`src/rtl/brst_pkg.sv`:
```
package brst_pkg;

  typedef enum logic [1:0] {
    PH_IDLE = 2'd0,
    PH_WAIT = 2'd1,
    PH_DATA = 2'd2
  } phase_t;

  localparam int unsigned GROUP_BITS = 3;
  localparam int unsigned PAGE_BITS  = 6;

  // Cycles from the capture edge to the first word.
  function automatic logic [3:0] initial_wait(input logic [2:0] lat, input logic odd_penalty);
    logic [3:0] base;
    base = (lat < 3'd2) ? 4'd2 : {1'b0, lat};
    return base + {3'b000, odd_penalty};
  endfunction

  // Content of the word array at a given address.
  function automatic logic [31:0] word_seed(input logic [31:0] a);
    return (a * 32'd40503) ^ 32'h0000_5A5A;
  endfunction

endpackage

```
`src/rtl/brst_strobe.sv`:
```
module brst_strobe (
  input  logic clk,
  input  logic rst_n,
  input  logic ce_n,
  input  logic avd_n,
  output logic start_evt
);

  logic avd_q;

  always_ff @(posedge clk or negedge rst_n) begin
    if (!rst_n) avd_q <= 1'b1;
    else        avd_q <= avd_n;
  end

  // Only the first edge of a low strobe period captures.
  assign start_evt = !ce_n && !avd_n && avd_q;

endmodule

```
`src/rtl/brst_addr_step.sv`:
```
module brst_addr_step #(
  parameter int unsigned AW = 8
) (
  input  logic [AW-1:0] cur,
  input  logic          wrap_mode,
  output logic [AW-1:0] nxt,
  output logic          page_cross
);

  localparam int unsigned GB = brst_pkg::GROUP_BITS;
  localparam int unsigned PB = brst_pkg::PAGE_BITS;

  logic [AW-1:0] lin_nxt;
  logic [AW-1:0] grp_nxt;
  logic          lin_at_page;

  assign lin_nxt = cur + 1'b1;
  assign grp_nxt = {cur[AW-1:GB], cur[GB-1:0] + 1'b1};

  generate
    if (AW > PB) begin : g_paged
      assign lin_at_page = (lin_nxt[PB-1:0] == '0);
    end else begin : g_flat
      assign lin_at_page = (lin_nxt == '0);
    end
  endgenerate

  assign nxt        = wrap_mode ? grp_nxt : lin_nxt;
  assign page_cross = !wrap_mode && lin_at_page;

endmodule

```
`src/rtl/brst_word_store.sv`:
```
module brst_word_store #(
  parameter int unsigned AW = 8,
  parameter int unsigned DW = 16
) (
  input  logic [AW-1:0] rd_addr,
  output logic [DW-1:0] rd_data
);

  localparam int unsigned DEPTH = 1 << AW;

  logic [DW-1:0] mem [DEPTH];

  initial begin
    for (int i = 0; i < DEPTH; i++) begin
      mem[i] = DW'(brst_pkg::word_seed(32'(i)));
    end
  end

  assign rd_data = mem[rd_addr];

endmodule

```
`src/rtl/brst_seq.sv`:
```
module brst_seq #(
  parameter int unsigned AW = 8
) (
  input  logic              clk,
  input  logic              rst_n,
  input  logic              ce_n,
  input  logic              start_evt,
  input  logic [AW-1:0]     addr_in,
  input  logic [2:0]        cfg_lat,
  input  logic              cfg_hs_odd,
  input  logic [AW-1:0]     nxt_addr,
  input  logic              nxt_cross,
  output brst_pkg::phase_t  phase,
  output logic [AW-1:0]     cur_addr,
  output logic              stall,
  output logic [3:0]        wait_left
);

  import brst_pkg::*;

  always_ff @(posedge clk or negedge rst_n) begin
    if (!rst_n) begin
      phase     <= PH_IDLE;
      cur_addr  <= '0;
      stall     <= 1'b0;
      wait_left <= '0;
    end else if (ce_n) begin
      phase     <= PH_IDLE;
      stall     <= 1'b0;
      wait_left <= '0;
    end else if (start_evt) begin
      phase     <= PH_WAIT;
      cur_addr  <= addr_in;
      stall     <= 1'b0;
      wait_left <= initial_wait(cfg_lat, cfg_hs_odd & addr_in[0]);
    end else begin
      unique case (phase)
        PH_WAIT: begin
          if (wait_left == 4'd1) begin
            phase     <= PH_DATA;
            wait_left <= '0;
          end else begin
            wait_left <= wait_left - 4'd1;
          end
        end
        PH_DATA: begin
          if (!stall && nxt_cross) begin
            stall <= 1'b1;
          end else begin
            stall    <= 1'b0;
            cur_addr <= nxt_addr;
          end
        end
        default: ;
      endcase
    end
  end

endmodule

```
`src/rtl/burst_read_seq.sv`:
```
module burst_read_seq #(
  parameter int unsigned AW          = 8,
  parameter int unsigned DW          = 16,
  parameter bit          ACTIVE_FALL = 1'b0
) (
  input  logic          clk,
  input  logic          rst_n,
  input  logic          ce_n,
  input  logic          oe_n,
  input  logic          avd_n,
  input  logic [AW-1:0] addr_in,
  input  logic [2:0]    cfg_lat,
  input  logic          cfg_wrap,
  input  logic          cfg_rdy_early,
  input  logic          cfg_hs_odd,
  output logic [DW-1:0] dq_out,
  output logic          dq_oe,
  output logic          rdy
);

  import brst_pkg::*;

  logic          core_clk;
  logic          start_evt;
  phase_t        phase;
  logic [AW-1:0] cur_addr;
  logic [AW-1:0] nxt_addr;
  logic          nxt_cross;
  logic          stall;
  logic [3:0]    wait_left;
  logic [DW-1:0] word;
  logic          phase_data;
  logic          beat_now;
  logic          beat_next;

  generate
    if (ACTIVE_FALL) begin : g_fall_edge
      assign core_clk = ~clk;
    end else begin : g_rise_edge
      assign core_clk = clk;
    end
  endgenerate

  brst_strobe u_strobe (
    .clk       (core_clk),
    .rst_n     (rst_n),
    .ce_n      (ce_n),
    .avd_n     (avd_n),
    .start_evt (start_evt)
  );

  brst_addr_step #(.AW(AW)) u_step (
    .cur        (cur_addr),
    .wrap_mode  (cfg_wrap),
    .nxt        (nxt_addr),
    .page_cross (nxt_cross)
  );

  brst_seq #(.AW(AW)) u_seq (
    .clk        (core_clk),
    .rst_n      (rst_n),
    .ce_n       (ce_n),
    .start_evt  (start_evt),
    .addr_in    (addr_in),
    .cfg_lat    (cfg_lat),
    .cfg_hs_odd (cfg_hs_odd),
    .nxt_addr   (nxt_addr),
    .nxt_cross  (nxt_cross),
    .phase      (phase),
    .cur_addr   (cur_addr),
    .stall      (stall),
    .wait_left  (wait_left)
  );

  brst_word_store #(.AW(AW), .DW(DW)) u_store (
    .rd_addr (cur_addr),
    .rd_data (word)
  );

  assign phase_data = (phase == PH_DATA);
  assign beat_now   = phase_data && !stall;
  assign beat_next  = ((phase == PH_WAIT) && (wait_left == 4'd1)) ||
                      (phase_data && (stall || !nxt_cross));

  assign rdy    = !ce_n && (cfg_rdy_early ? beat_next : beat_now);
  assign dq_oe  = !ce_n && !oe_n && phase_data;
  assign dq_out = dq_oe ? word : '0;

endmodule

```
`config.mk`:
```
export PLATFORM = sky130hd
export DESIGN_NAME = burst_read_seq
export DESIGN_NICKNAME = d
export VERILOG_FILES = /design/src/rtl/brst_pkg.sv /design/src/rtl/brst_strobe.sv /design/src/rtl/brst_addr_step.sv /design/src/rtl/brst_word_store.sv /design/src/rtl/brst_seq.sv /design/src/rtl/burst_read_seq.sv
export SDC_FILE = /design/constraint.sdc
export NUM_CORES = 1
export LEC_CHECK = 0
export ABC_AREA = 1
export BUFFER_PORTS_ARGS = -buffer_cell sky130_fd_sc_hd__buf_4
export CORE_MARGIN = 2
export CORE_UTILIZATION = 60
export DETAILED_ROUTE_END_ITERATION = 8
export PLACE_DENSITY_LB_ADDON = 0.1
export SYNTH_ARGS = -nofsm -noshare
export SYNTH_HDL_FRONTEND = slang
export SYNTH_SLANG_ARGS = --single-unit
```
`constraint.sdc`:
```
create_clock -name clk -period 6.8 [get_ports clk]
set_input_delay 1.02 -clock clk [delete_from_list [all_inputs] [get_ports clk]]
set_output_delay 1.02 -clock clk [all_outputs]
set_load 0.05 [all_outputs]
```
Word-level counts from Yosys, hierarchy flattened
Memories as Yosys holds them, arrays and structs flattened.
Index checks and enable logic that the tools add are counted.
- add/subtract/negate cells: 4
- order comparisons: 1
- equality and inequality tests: 5
- multiplexer cells: 19
- bitwise operators: 2
- reduce and logical (&&, ||, !) cells: 26
- operator list (kind ; number):
    $mux W8 ; 4
    $mux W16 ; 1
    $mux W4 ; 4
    $logic_and A1 B1 Y1 ; 10
    $reduce_bool A3 Y1 ; 3
    $add A8 B1 Y8 const B ; 1
    $mux W2 ; 4
    $logic_not A1 Y1 ; 6
    $logic_not A6 Y1 ; 1
    $mux W1 ; 5
    $add A4 B1 Y4 ; 1
    $eq A4 B1 Y1 const B ; 1
    $reduce_and A4 Y1 ; 1
    $sub A4 B1 Y4 const B ; 1
    $add A3 B1 Y3 const B ; 1
    $lt A3 B2 Y1 const B ; 1
    $mux W3 ; 1
    $reduce_and A3 Y1 ; 1
    $eq A2 B1 Y1 const B ; 1
    $eq A2 B2 Y1 const B ; 1
    $logic_or A1 B1 Y1 ; 2
    $ne A2 B1 Y1 const B ; 1
    $ne A2 B2 Y1 const B ; 1
    $reduce_and A2 Y1 ; 1
    3 further kinds ; 3
- register bits: 16
- bits in read-only memories: 4096
- bits of input ports: 19
- output and inout port bits: 18
- word-level logic and storage cells: 64
- memories kept: 1
- memory list (name ; words ; bits a word ; read ports ; clocked after Yosys merged registers in ; wr ports ; RTL line ; text):
    u_store.mem ; 256 ; 16 ; 1 ; 0 ; 0 ; brst_word_store.sv:11 ; logic [DW-1:0] mem [DEPTH];

Depth between registers and ports, before layout
- depth after elaboration: 9
- mapped depth: 14
- gate-level depth less buffers: 13

Hierarchy
Synthesis repeated with hierarchy kept, for this count alone.
- cells, all modules: 796
- area total of the unflattened synthesis: 4113.9 um2
- modules (own cells, without submodules) (module ; instances ; cells each ; area each (um2) ; seq. area each (um2)):
    brst_word_store ; 1 ; 590 ; 2707.6 ; 0.0
    brst_seq ; 1 ; 106 ; 890.9 ; 375.4
    burst_read_seq ; 1 ; 54 ; 256.5 ; 0.0
    brst_addr_step ; 1 ; 42 ; 219.0 ; 0.0
    brst_strobe ; 1 ; 4 ; 40.0 ; 26.3

Worst setup path before layout
No wires, ideal clock.
- kind: register to output
- from: register u_seq.cur_addr[1]
- to: output dq_out[5]
- arrival time: 2628 ps
- data required time: 5780 ps
- path slack: 3152 ps
- cell stages (with the launch flop): 9
- path buffers: 0
- path through: dfrtp_1 > ha_1 > inv_1 > ha_1 > nand2_1 > nand2_1 > o21ai_0 > a31oi_1 > a211oi_1
- cells in the longest elaborated chain, start to end: 2
- ends and longest elaborated chain (element ; RTL line ; text):
    start: declaration ; brst_seq.sv:14 ; output logic [AW-1:0] cur_addr,
    start signal: assignment ; brst_seq.sv:33 ; cur_addr <= addr_in;
    start signal: assignment ; brst_seq.sv:51 ; cur_addr <= nxt_addr;
    $mem_v2 Z256 W16 ; n/a ;
    $mux W16 ; burst_read_seq.sv:87 ; assign dq_out = dq_oe ? word : '0;
    end: declaration ; burst_read_seq.sv:16 ; output logic [DW-1:0] dq_out,
No other way between the ends.

Worst setup path after layout
- from: register u_seq.cur_addr[6]
- to: output dq_out[10]
The elaborated chain is that of the path after synthesis.

==> results.sh <==
export IMPL_ctsHoldBuffers=0
export IMPL_initial_core_util=0.611
export IMPL_grt_pass1_wl_mm=21.4
export IMPL_port_buffers=36
export IMPL_crit_chain="inv_1 -> nor2_1 -> nand3_1 -> nand2_1 -> inv_1 -> a21oi_1 -> nor2_1 -> buf_4"
export IMPL_dpl_cell_area_um2=4000
export IMPL_dr_pass1_iters=7
export IMPL_total_power_mw=1.66
export IMPL_cp_start_kind="register"
export IMPL_p_int_uw=604
export IMPL_ys_ff_latch=16
export IMPL_maxCapViolCount=0
export IMPL_insertedDiodeCount=0
export IMPL_r2r_setup_slack_ps=4150
export IMPL_max_freq_mhz=243
export IMPL_synth_cell_types=36
export IMPL_drive_gt1_frac=0.103
export IMPL_postRouteAntennaNets=0
export IMPL_cp_required_ps=5780
export IMPL_ir_drop_mv=0.255
export IMPL_hold_viol=0
export IMPL_dpl_cell_count=804
export IMPL_reg2regPathDepth=8
export IMPL_die_area_um2=7050
export IMPL_grt_pass1_vias=4546
export IMPL_final_cells=808
export IMPL_worstMarginPinSlew_ps=1060
export IMPL_slew_headroom=0.295
export IMPL_yosysWarnings=0
export IMPL_fin_nets=771
export IMPL_clock_root_buffer="clkbuf_8"
export IMPL_syn_area_um2=3830
export IMPL_pwr_share_comb=0.828
export IMPL_setup_tns_ps=0
export IMPL_clkSinkCount=16
export IMPL_r2r_start="u_seq.cur_addr[2]"
export IMPL_critPathMaxStageDelay_ps=730
export IMPL_clk_path_buf_depth=2
export IMPL_synth_fp_nets=765
export IMPL_rows=29
export IMPL_drv_slew=0
export IMPL_groute_usage_overall=0.361
export IMPL_clkTransAtPathRegs_ps=70
export IMPL_pwr_share_seq=0.120
export IMPL_rsz0062_at_grt="no"
export IMPL_drc=0
export IMPL_outcome="completed"
export IMPL_drt_iter0_markers=683
export IMPL_regToRegEndpoint="u_seq.cur_addr[4]"
export IMPL_synthCells=726
export IMPL_holdWs_ps=562
export IMPL_fin_crit_ps=4120
export IMPL_antenna_found_initial=0
export IMPL_cts_made_buffers=3
export IMPL_path_max_fanout=24
export IMPL_syn_avg_cell_area_um2=5.28
export IMPL_critPathArrivalTime_ps=3100
export IMPL_globalplace_congestion=1.03
export IMPL_path_buf_inv=3
export IMPL_gr_total_overflow=0
export IMPL_htree_levels=1
export IMPL_grt_max_degree=56
export IMPL_clkPwrFrac=0.053
export IMPL_die_y_um=83.9
export IMPL_slowest_stage="dfrtp_1"
export IMPL_fp_dieW_um=83.9
export IMPL_hold_start="u_seq.phase[1]"
export IMPL_vias=4952
export IMPL_tritoncts="built"
export IMPL_wl_mm=12.8
export IMPL_finish_instance_area_um2=4050
export IMPL_core_um2=6280
export IMPL_whs_path_depth=2
export IMPL_routedWlPerCell_um=15.9
export IMPL_swShare=0.637
export IMPL_cts_setup_buffers=0
export IMPL_critPathTopFamily="simple AND/OR/NAND/NOR gates"
export IMPL_hp_class="reg -> reg"
export IMPL_clock_latency_ps=260
export IMPL_path_class="reg -> out"
export IMPL_end_kind="output port"
export IMPL_yosysSeqAreaShare=0.105
export IMPL_io_pins=37
export IMPL_fin_crit_sh=0.606
export IMPL_syn_to_final_growth_pct=5.65
export IMPL_power_switching_mw=1.06
export IMPL_min_to="u_seq.phase[1]"
export IMPL_setup_viol=0
export IMPL_dpl_hpwl_mm=8.98
export IMPL_via_per_inst=6.13
export IMPL_cellPowerDensity_nw_per_um2=410
export IMPL_finClkSkew_ps=4.03
export IMPL_power_leakage_nw=2.15
export IMPL_cts_resized=0
==> cells in the mapped netlist <==
cell / instances / area [um2]
o2111ai_1: 2 / 17.5
buf_4: 9 / 67.6
mux2i_1: 1 / 10.0
nand3_2: 4 / 40.0
dfstp_2: 1 / 26.3
dfrtp_1: 15 / 375
clkbuf_1: 8 / 30.0
nor2_4: 1 / 11.3
inv_1: 41 / 154
nand3_1: 131 / 656
nor2_1: 51 / 191
a21oi_1: 38 / 190
a31oi_1: 4 / 25.0
nand3_4: 2 / 35.0
nor3_1: 1 / 5.00
buf_2: 17 / 85.1
inv_4: 1 / 6.26
nor3_2: 1 / 10.0
nand2_4: 2 / 22.5
ha_1: 20 / 250
nand2_2: 11 / 68.8
nand4_1: 3 / 18.8
inv_2: 8 / 30.0
o21ai_1: 18 / 90.1
a22oi_1: 1 / 7.51
nand2_1: 281 / 1050
o21a_1: 1 / 7.51
buf_6: 4 / 45.0
o21bai_1: 1 / 7.51
o211ai_1: 5 / 37.5
a211oi_1: 2 / 15.0
nor3b_1: 1 / 7.51
nand3b_1: 2 / 15.0
o21ai_0: 32 / 160
xor2_1: 5 / 43.8
xor2_2: 1 / 16.3
==> kinds of logic (layout without fill, tap and decap cells) <==
| logic type | Yosys count | count (layout) | synth area share |
|---|---|---|---|
| simple gates | 491 | 491 | 0.557 |
| fa+ha+maj | 20 | 20 | 0.0653 |
| compound gates | 104 | 104 | 0.146 |
| mux | 1 | 1 | 0.00261 |
| flops | 16 | 16 | 0.105 |
| xor+xnor | 6 | 6 | 0.0157 |
| buf+inv | 88 | 93 | 0.109 |
==> state kept, by name, indices dropped and copies added (netlist names) <==
register,flops
u_strobe.avd_q,1
u_seq.stall,1
u_seq.wait_left,4
u_seq.cur_addr,8
u_seq.phase,2
==> through the flow <==
| step | util | setup slack, ps |
|---|---|---|
| after floorplan | - | 3150 |
| after global placement | 0.636 | 3130 |
| after detailed placement | 0.636 | 3080 |
| after CTS | 0.645 | 2800 |
| after global routing | 0.645 | 2420 |
| final | 0.645 | 2680 |
==> metal layers <==
metal / routed length, um / global-route usage / up-vias
met5: 0 / 0 / -
li1: - / - / 2396
met2: 5830 / 0.599 / 339
met1: 5110 / 0.468 / 2155
met3: 1370 / 0.0584 / 62
met4: 517 / 0.145 / 0
==> layout make-up <==
cell class / count / area [um2]
clock buffers: 4 / 55.1
fillers: 653 / 2230
inverters: 50 / 190
multi-input cells: 622 / 3010
flip-flops and latches: 16 / 402
well taps: 77 / 96.3
repair buffers: 39 / 293
==> cell usage in the layout, fill, tap and decap left out, drive strengths merged <==
cell type and instances:
clkbuf 4, o211ai 5, a21oi 38, nor3b 1, dfstp 1, mux2i 1
a211oi 2, ha 20, dfrtp 15, o21a 1, nand4 3, inv 50
nand3 137, a22oi 1, buf 39, xor2 6, o21ai 50, o2111ai 2
nand3b 2, o21bai 1, nor2 52, a31oi 4, nand2 294, nor3 2
==> worst max-delay path by stage <==
stage                             to         startpoint  depth (start not counted)
after floorplan            dq_out[5]  u_seq.cur_addr[1]                          8
after global placement    dq_out[10]  u_seq.cur_addr[6]                          8
after detailed placement  dq_out[14]  u_seq.cur_addr[2]                         13
after CTS                 dq_out[14]  u_seq.cur_addr[2]                         13
after global routing      dq_out[14]  u_seq.cur_addr[2]                         13
final                     dq_out[10]  u_seq.cur_addr[6]                          8
==> worst reg2reg max path, delay by kind of cell, from the launching register on <==
kind | cells | cell delay (ps)
flip-flops | 1 | 930
AND/OR/NAND/NOR | 5 | 690
adder cells (fa/ha/maj) | 1 | 470
buffers and inverters | 1 | 390
AO/OA/AOI/OAI | 1 | 100
==> power groups by stage <==
| stage | registers [mW] | logic, mW | clock network, mW |
|---|---|---|---|
| after floorplan | 0.142 | 1.13 | 0 |
| after global placement | 0.195 | 1.31 | 0 |
| after detailed placement | 0.195 | 1.32 | 0 |
| after CTS | 0.194 | 1.33 | 0.0886 |
| after global routing | 0.203 | 1.55 | 0.0934 |
| final | 0.199 | 1.38 | 0.0880 |
(Power assumes the default switching activity.)
